**config.mk**
```make
export PLATFORM = sky130hd
export DESIGN_NAME = irq_bus_arbiter
export DESIGN_NICKNAME = d
export VERILOG_FILES = /design/src/rtl/arb_pkg.sv /design/src/rtl/arb_sync.sv /design/src/rtl/arb_nmi_latch.sv /design/src/rtl/arb_pick.sv /design/src/rtl/irq_bus_arbiter.sv
export SDC_FILE = /design/constraint.sdc
export NUM_CORES = 1
export LEC_CHECK = 0
export BUFFER_PORTS_ARGS = -buffer_cell sky130_fd_sc_hd__buf_2
export CORE_MARGIN = 4
export CORE_UTILIZATION = 52
export CTS_CLUSTER_DIAMETER = 100
export DETAILED_ROUTE_END_ITERATION = 12
export GPL_ROUTABILITY_DRIVEN = 0
export PLACE_DENSITY = 0.8
export SLEW_MARGIN = 40
export SYNTH_ARGS = -nofsm -noshare
export SYNTH_HDL_FRONTEND = slang
export SYNTH_HIERARCHICAL = 1
export SYNTH_SLANG_ARGS = --single-unit
```
**constraint.sdc**
```tcl
create_clock -name clk_i -period 2.6 [get_ports clk_i]
set_input_delay 0.13 -clock clk_i [delete_from_list [all_inputs] [get_ports clk_i]]
set_output_delay 0.13 -clock clk_i [all_outputs]
set_load 0.02 [all_outputs]
```
**src/rtl/arb_pkg.sv**
```systemverilog
package arb_pkg;
  typedef enum logic [1:0] {SEL_NONE, SEL_BUS, SEL_NMI, SEL_INT} sel_e;
  localparam int unsigned SYNC_DEPTH = 2;
endpackage

```
**src/rtl/arb_sync.sv**
```systemverilog
module arb_sync #(
  parameter int unsigned W      = 1,
  parameter int unsigned STAGES = 2
) (
  input  logic         clk_i,
  input  logic         rst_ni,
  input  logic [W-1:0] d_ni,
  output logic [W-1:0] q_no
);
  logic [W-1:0] stage_q [STAGES];

  always_ff @(posedge clk_i or negedge rst_ni) begin
    if (!rst_ni) begin
      for (int i = 0; i < STAGES; i++) stage_q[i] <= '1;
    end else begin
      stage_q[0] <= d_ni;
      for (int i = 1; i < STAGES; i++) stage_q[i] <= stage_q[i-1];
    end
  end

  assign q_no = stage_q[STAGES-1];
endmodule

```
**src/rtl/arb_nmi_latch.sv**
```systemverilog
module arb_nmi_latch (
  input  logic clk_i,
  input  logic rst_ni,
  input  logic nmi_sn,
  input  logic clr_i,
  output logic pend_o
);
  logic prev_q, pend_q;
  logic fall;

  assign fall = prev_q & ~nmi_sn;

  always_ff @(posedge clk_i or negedge rst_ni) begin
    if (!rst_ni) begin
      prev_q <= 1'b1;
      pend_q <= 1'b0;
    end else begin
      prev_q <= nmi_sn;
      if (fall)       pend_q <= 1'b1;   // new edge wins over clear
      else if (clr_i) pend_q <= 1'b0;
    end
  end

  assign pend_o = pend_q;
endmodule

```
**src/rtl/arb_pick.sv**
```systemverilog
module arb_pick
  import arb_pkg::*;
#(
  parameter int unsigned N_INT = 3
) (
  input  logic             busreq_i,
  input  logic             bus_held_i,
  input  logic             mc_end_i,
  input  logic             instr_end_i,
  input  logic             nmi_pend_i,
  input  logic             ie_i,
  input  logic [N_INT-1:0] int_act_i,
  input  logic [N_INT-1:0] int_en_i,
  output sel_e             sel_o,
  output logic [N_INT-1:0] int_sel_o
);
  logic [N_INT-1:0] cand;
  logic             intr_ok;

  assign cand    = int_act_i & int_en_i & {N_INT{ie_i}};
  assign intr_ok = instr_end_i & ~bus_held_i & ~busreq_i;

  always_comb begin
    int_sel_o = '0;
    for (int i = N_INT - 1; i >= 0; i--) begin
      if (cand[i]) int_sel_o = N_INT'(1) << i;
    end
    sel_o = SEL_NONE;
    if (!bus_held_i && busreq_i && mc_end_i) sel_o = SEL_BUS;
    else if (intr_ok && nmi_pend_i)          sel_o = SEL_NMI;
    else if (intr_ok && |cand)               sel_o = SEL_INT;
    if (sel_o != SEL_INT) int_sel_o = '0;
  end
endmodule

```
**src/rtl/irq_bus_arbiter.sv**
```systemverilog
module irq_bus_arbiter
  import arb_pkg::*;
#(
  parameter int unsigned N_INT = 3
) (
  input  logic             clk_i,
  input  logic             rst_ni,
  input  logic             busreq_ni,
  input  logic             nmi_ni,
  input  logic [N_INT-1:0] int_ni,
  input  logic [N_INT-1:0] int_en_i,
  input  logic             ie_set_i,
  input  logic             mc_end_i,
  input  logic             instr_end_i,
  output logic             bus_grant_o,
  output logic             busack_no,
  output logic             nmi_grant_o,
  output logic [N_INT-1:0] int_grant_o,
  output logic             m1_no,
  output logic             iorq_no
);
  localparam int unsigned SW = N_INT + 2;

  logic [SW-1:0]    req_sn;
  logic             busreq_s, nmi_pend, take_nmi, take_any_int;
  logic [N_INT-1:0] int_s, int_sel;
  logic             ie_q, bus_held_q;
  sel_e             sel;

  arb_sync #(.W(SW), .STAGES(SYNC_DEPTH)) u_sync (
    .clk_i (clk_i),
    .rst_ni(rst_ni),
    .d_ni  ({busreq_ni, nmi_ni, int_ni}),
    .q_no  (req_sn)
  );

  assign busreq_s = ~req_sn[SW-1];
  assign int_s    = ~req_sn[N_INT-1:0];

  arb_nmi_latch u_nmi (
    .clk_i (clk_i),
    .rst_ni(rst_ni),
    .nmi_sn(req_sn[N_INT]),
    .clr_i (take_nmi),
    .pend_o(nmi_pend)
  );

  arb_pick #(.N_INT(N_INT)) u_pick (
    .busreq_i   (busreq_s),
    .bus_held_i (bus_held_q),
    .mc_end_i   (mc_end_i),
    .instr_end_i(instr_end_i),
    .nmi_pend_i (nmi_pend),
    .ie_i       (ie_q),
    .int_act_i  (int_s),
    .int_en_i   (int_en_i),
    .sel_o      (sel),
    .int_sel_o  (int_sel)
  );

  assign take_nmi     = (sel == SEL_NMI);
  assign take_any_int = take_nmi | (sel == SEL_INT);

  always_ff @(posedge clk_i or negedge rst_ni) begin
    if (!rst_ni) begin
      ie_q        <= 1'b0;
      bus_held_q  <= 1'b0;
      bus_grant_o <= 1'b0;
      nmi_grant_o <= 1'b0;
      int_grant_o <= '0;
      m1_no       <= 1'b1;
      iorq_no     <= 1'b1;
    end else begin
      if (take_any_int)  ie_q <= 1'b0;
      else if (ie_set_i) ie_q <= 1'b1;

      if (sel == SEL_BUS)             bus_held_q <= 1'b1;
      else if (bus_held_q && !busreq_s) bus_held_q <= 1'b0;

      bus_grant_o <= (sel == SEL_BUS);
      nmi_grant_o <= take_nmi;
      int_grant_o <= int_sel;
      m1_no       <= ~int_sel[0];    // vectored acknowledge only on line 0
      iorq_no     <= ~int_sel[0];
    end
  end

  assign busack_no = ~bus_held_q;
endmodule

```
# == Word level (Yosys, flattened, before mapping) ==
# Cells that the tools add are included.
# classes
eq_ne,4
reduce_logical,10
bitwise_logic,11
mux,13
# op_table
cell,count
3-bit two-way mux,4
3-bit AND,2
1-bit two-way mux,6
2-bit two-way mux,3
2-bit nonzero test,3
1-bit logical AND,5
2-bit == test (second input constant),2
1-bit NOT,4
1-bit AND,3
3-bit NOT,1
3-bit OR reduction,1
2-bit by 1-bit == test with 1-bit output (second input constant),1
2-bit != test (second input constant),1
1-bit zero test,1
1-bit bitwise OR,1
# word_totals
wordCells,48
out_inout_bits,8
ff_bits,20
inputBits,13

# == Depth between registers and ports, before layout ==
# logic_depth
depth_word,11
depth_mapped,6
mapped_depth_nobuf,5

# == Cells and area by module ==
# Netlist, hierarchy kept.
# by_module_without_submodules
module,cells_per_inst,seq_area_each_um2,area_per_inst_um2,n_inst
arb_sync,15,262.8,300.3,1
irq_bus_arbiter,20,201.4,266.5,1
arb_pick,15,0.0,116.4,1
arb_nmi_latch,5,51.3,71.3,1

# == Least setup slack after synthesis ==
# Ideal clock, no wire load.
# synth_timing
kind,flip-flop to flip-flop
startpoint,register u_sync.stage_q (netlist bit u_sync/q_no[4])
endpoint,register u_nmi.pend_q (netlist: u_nmi/pend_o)
setup_time_ps,126
arrival_ps,1639
required_time_ps,2474
synth_period_minus_slack_ps,1765
n_path_buf,1
stages_incl_launch_ff,7
path_slack_ps,835
cell_sequence,dfstp_2 -> buf_4 -> inv_1 -> or4bb_1 -> o22ai_1 -> nor2b_1 -> o22ai_2
# synth_via
elab_cells_between_ends,11
classes_between,eq/ne: 1; mux: 3; bitwise: 2; reduce/logical: 5
# synth_rtl
element,line_no,text
start: declaration,arb_sync.sv:10,logic [W-1:0] stage_q [STAGES];
1-bit NOT,irq_bus_arbiter.sv:37,assign busreq_s = ~req_sn[SW-1];
net busreq_s,irq_bus_arbiter.sv:25,"logic busreq_s, nmi_pend, take_nmi, take_any_int;"
1-bit logical AND (2 in series),arb_pick.sv:29,if (!bus_held_i && busreq_i && mc_end_i) sel_o = SEL_BUS;
2-bit two-way mux,arb_pick.sv:29,
net sel[1],irq_bus_arbiter.sv:28,sel_e sel;
2-bit == test,irq_bus_arbiter.sv:61,assign take_nmi = (sel == SEL_NMI);
net take_nmi,irq_bus_arbiter.sv:25,
2-bit nonzero test (no line),--,
end signal: assignment,arb_nmi_latch.sv:16,pend_q <= 1'b0;
end signal: assignment,arb_nmi_latch.sv:19,if (fall) pend_q <= 1'b1;
end signal: assignment,arb_nmi_latch.sv:20,else if (clr_i) pend_q <= 1'b0;
end: declaration,arb_nmi_latch.sv:8,"logic prev_q, pend_q;"
# The timed path passes the listed nets, and every way through them passes these cells.
# A chain may end at the register's enable or synchronous reset.

# == Worst setup path after layout ==
# Ends and elaborated chain as after synthesis.

==> run_results.csv <==
group,metric,value,unit
synthesis,synthFlopType,"dfstp_2",
final_layout,synthToLayoutAreaGrowth,24.7,%
clock_network,root_buffer,"clkbuf_4",
grt,antenna_found_initial,0,
worst_setup_path,end_kind,"flop",
synthesis,synth_top_cell_area_share,0.418,
pwr,powerDensity,743,nW/um^2
synthesis,synth_enable_flop_cells,0,
grt,grt_max_degree,21,
final_layout,antenna_cells,0,
pwr,p_sw,157,uW
floorplanning,die_w,46.1,um
detailed_routing,drt_iter0_markers,4,
detailed_routing,vias,458,
worst_setup_path,critPathRequiredTime,2.78,ns
timing,drv_slew,0,
pwr,ir_drop,0.473,mV
timing,fmax,540,MHz
synthesis,synth-simple-area-share,0.121,
clock_network,cts_made_buffers,3,
timing,timing.setup.tns,0,ns
synthesis,syn_avg_cell_area,13.7,um^2
timing,setup_viol,0,
clock_network,cts_buffer_depth,2,
floorplanning,pin_count,21,
timing,finalHoldViolCount,0,
timing,finClkSkew,0.00156,ns
pwr,p_sw_frac,0.224,
worst_setup_path,arrival,2.03,ns
clock_network,clock_sinks,20,
synthesis,synthTopCellsByArea,"dfstp_2 (42%), dfrtp_1 (27%), buf_4 (6.0%), inv_1 (4.5%), a2111oi_2 (2.0%)",
synthesis,synth_seq_area_share,0.683,
floorplanning,num_rows,13,
synthesis,async_flop_share,1.00,
place,dp_hpwl,766,um
floorplanning,start_util,0.566,
detailed_routing,routed_wl,1030,um
clock_network,cts_tree,"built",
floorplanning,die-area,2120,um^2
timing,rsz0062_at_grt,"no",
timing,worst_pin_slew,0.416,ns
pwr,p_total,699,uW
final_layout,layout-drive-gt1-share,0.519,
clock_network,htreeDepth,1,
pwr,seqPwrFrac,0.514,
synthesis,synthAdderAreaFrac,0,
timing,min_period_over_period,0.712,
clock_network,cts.clk_slew.worst_paths,0.10,ns
worst_setup_path,crit_path_start_kind,"flop",
worst_setup_path,cp_max_fo,4,
floorplanning,core_area,1330,um^2
final_layout,layout.nets,93,
synthesis,ys_ff_latch,20,
pwr,p_leak,0.464,nW
synthesis,syn_inst,55,
floorplanning,dieHeight,46.1,um
synthesis,synth_area,754,um^2
timing,period_minus_slack,1.85,ns
grt,grt_pass1_vias,460,
synthesis,yosys.cell_types.count,20,
detailed_routing,wl_per_cell,11.0,um
detailed_routing,antenna_left,0,
synthesis,synthXorXnorAreaFrac,0,
clock_network,cts_resized,0,
grt,grt.total_usage,0.134,
synthesis,muxShareOfSynthArea,0,
final_layout,fillers,96,
grt,overflow,0,
synthesis,yosys.area.top_type,"dfstp_2",
status,status,"completed",
detailed_routing,drt-pass1-iter-count,4,
detailed_routing,drcViolationCount,0,
pwr,p_clk_frac,0.347,
synthesis,syn_nets,68,
hold_path,hold_class,"primary input to flop",
pwr,internal_power,543,uW
place,port_buffers,20,
synthesis,synth-compound-area-share,0.0912,
detailed_routing,avgViaCountPerCell,4.87,
worst_setup_path,crit_type,"flop to flop",
synthesis,synth_top_family_by_area,"simple AND/OR/NAND/NOR gates",
timing,slew_headroom,0.723,
clock_network,clk_latency,0.29,ns
clock_network,cts_setup_buffers,0,
grt,grt_first_pass_wirelength,1900,um
run,drv_cap,0,
synthesis,ys_warn_count,6,
pwr,combinationalPowerShare,0.138,
-- worst max-delay path, cell delays in order, from the launching register on --
cell and delay [ns]:
dfstp_2 0.53, inv_1 0.06, or4bb_1 0.47, o22ai_1 0.34, nor2b_1 0.26, o22ai_2 0.09
-- metrics by stage --
step                       util  worst slack, ns  hold WS, ns  instances  cell area, um^2
final                     0.705            0.749       0.0600         94              941
after floorplan               -            0.835       -0.166         55              754
after detailed placement  0.621            0.777       0.0850         84              828
after global routing      0.705            0.680       0.0630         94              941
after global placement    0.621            0.883       0.0784         84              828
after CTS                 0.705            0.754       0.0527         94              941
-- layout by cell type, fill, tap and decap left out --
master,instances
nand2b_1,1
dfrtp_1,8
dlygate4sd3_1,6
o32ai_1,1
nor4b_2,1
o22ai_2,1
or4bb_1,1
a222oi_1,1
a2111oi_2,1
bufinv_16,1
dfstp_2,12
or3b_4,1
inv_1,9
nand2_1,4
nor2_1,2
clkbuf_4,3
o22ai_1,1
nor2b_4,1
nor3_1,1
a21o_1,1
a22o_1,1
buf_2,20
nor2b_1,1
-- flip-flops by register name, indices dropped and copies added, names as in the netlist --
signal          cells
int_grant_o         3
ie_q                1
bus_held_q          1
nmi_grant_o         1
u_nmi/prev_q        1
iorq_no             1
u_sync/stage_q      5
bus_grant_o         1
u_sync/q_no         5
u_nmi/pend_o        1
-- final timing paths --
check                      cells past startpoint  slack, ns             end               from
max in group asynchronous                      2       2.00    u_nmi/prev_q             rst_ni
max                                            5       0.75    u_nmi/pend_o     u_sync/q_no[4]
max reg2reg                                    5       0.75    u_nmi/pend_o     u_sync/q_no[4]
min reg2reg                                    0       0.36  u_sync/q_no[0]  u_sync/stage_q[5]
min                                            3       0.06            ie_q           ie_set_i
min in group asynchronous                      2       0.28     bus_grant_o             rst_ni
-- cell type report --
| type | instances | area [um^2] | share of cell area |
|---|---|---|---|
| Sequential cell | 20 | 515 | 0.548 |
| Timing Repair Buffer | 26 | 160 | 0.170 |
| Clock inverter | 1 | 30.0 | 0.0319 |
| Inverter | 9 | 33.8 | 0.0359 |
| Tap cell | 15 | 18.8 | 0.0199 |
| Clock buffer | 3 | 22.5 | 0.0239 |
| Multi-Input combinational cell | 20 | 160 | 0.170 |
-- power groups by stage --
stage	Clock (mW)	Sequential (mW)	Combinational (mW)
2_1_floorplan	0	0.368	0.0578
3_3_place_gp	0	0.364	0.0879
3_5_place_dp	0	0.365	0.0900
4_1_cts	0.251	0.360	0.0975
5_1_grt	0.268	0.364	0.107
6_report	0.243	0.360	0.0968
-- Yosys cell counts, types with 2 or more instances --
| cell type | n |
|---|---|
| dfstp_2 | 12 |
| buf_4 | 6 |
| nor2_1 | 2 |
| nand2_1 | 4 |
| dfrtp_1 | 8 |
| inv_1 | 9 |
-- repair_timing --
item,in CTS,in global routing
setup endpoints to repair,0,0
hold endpoints to repair,13,0
hold buffers,6,0
-- logic make-up (layout without fill, tap and decap cells) --
family / after synthesis / count (layout)
flops: 20 / 20
buf+inv: 15 / 39
simple gates: 13 / 13
compound gates: 7 / 7
-- routing by layer --
metal	share of wire	track usage	up-vias	wire, um
met1	0.36	0.134	218	369
li1	-	-	222	-
met2	0.52	0.223	16	540
met4	0.014	0.0511	0	14
met5	0	0	-	0
met3	0.10	0.0820	2	106
Power figures use the tool's default switching activity.
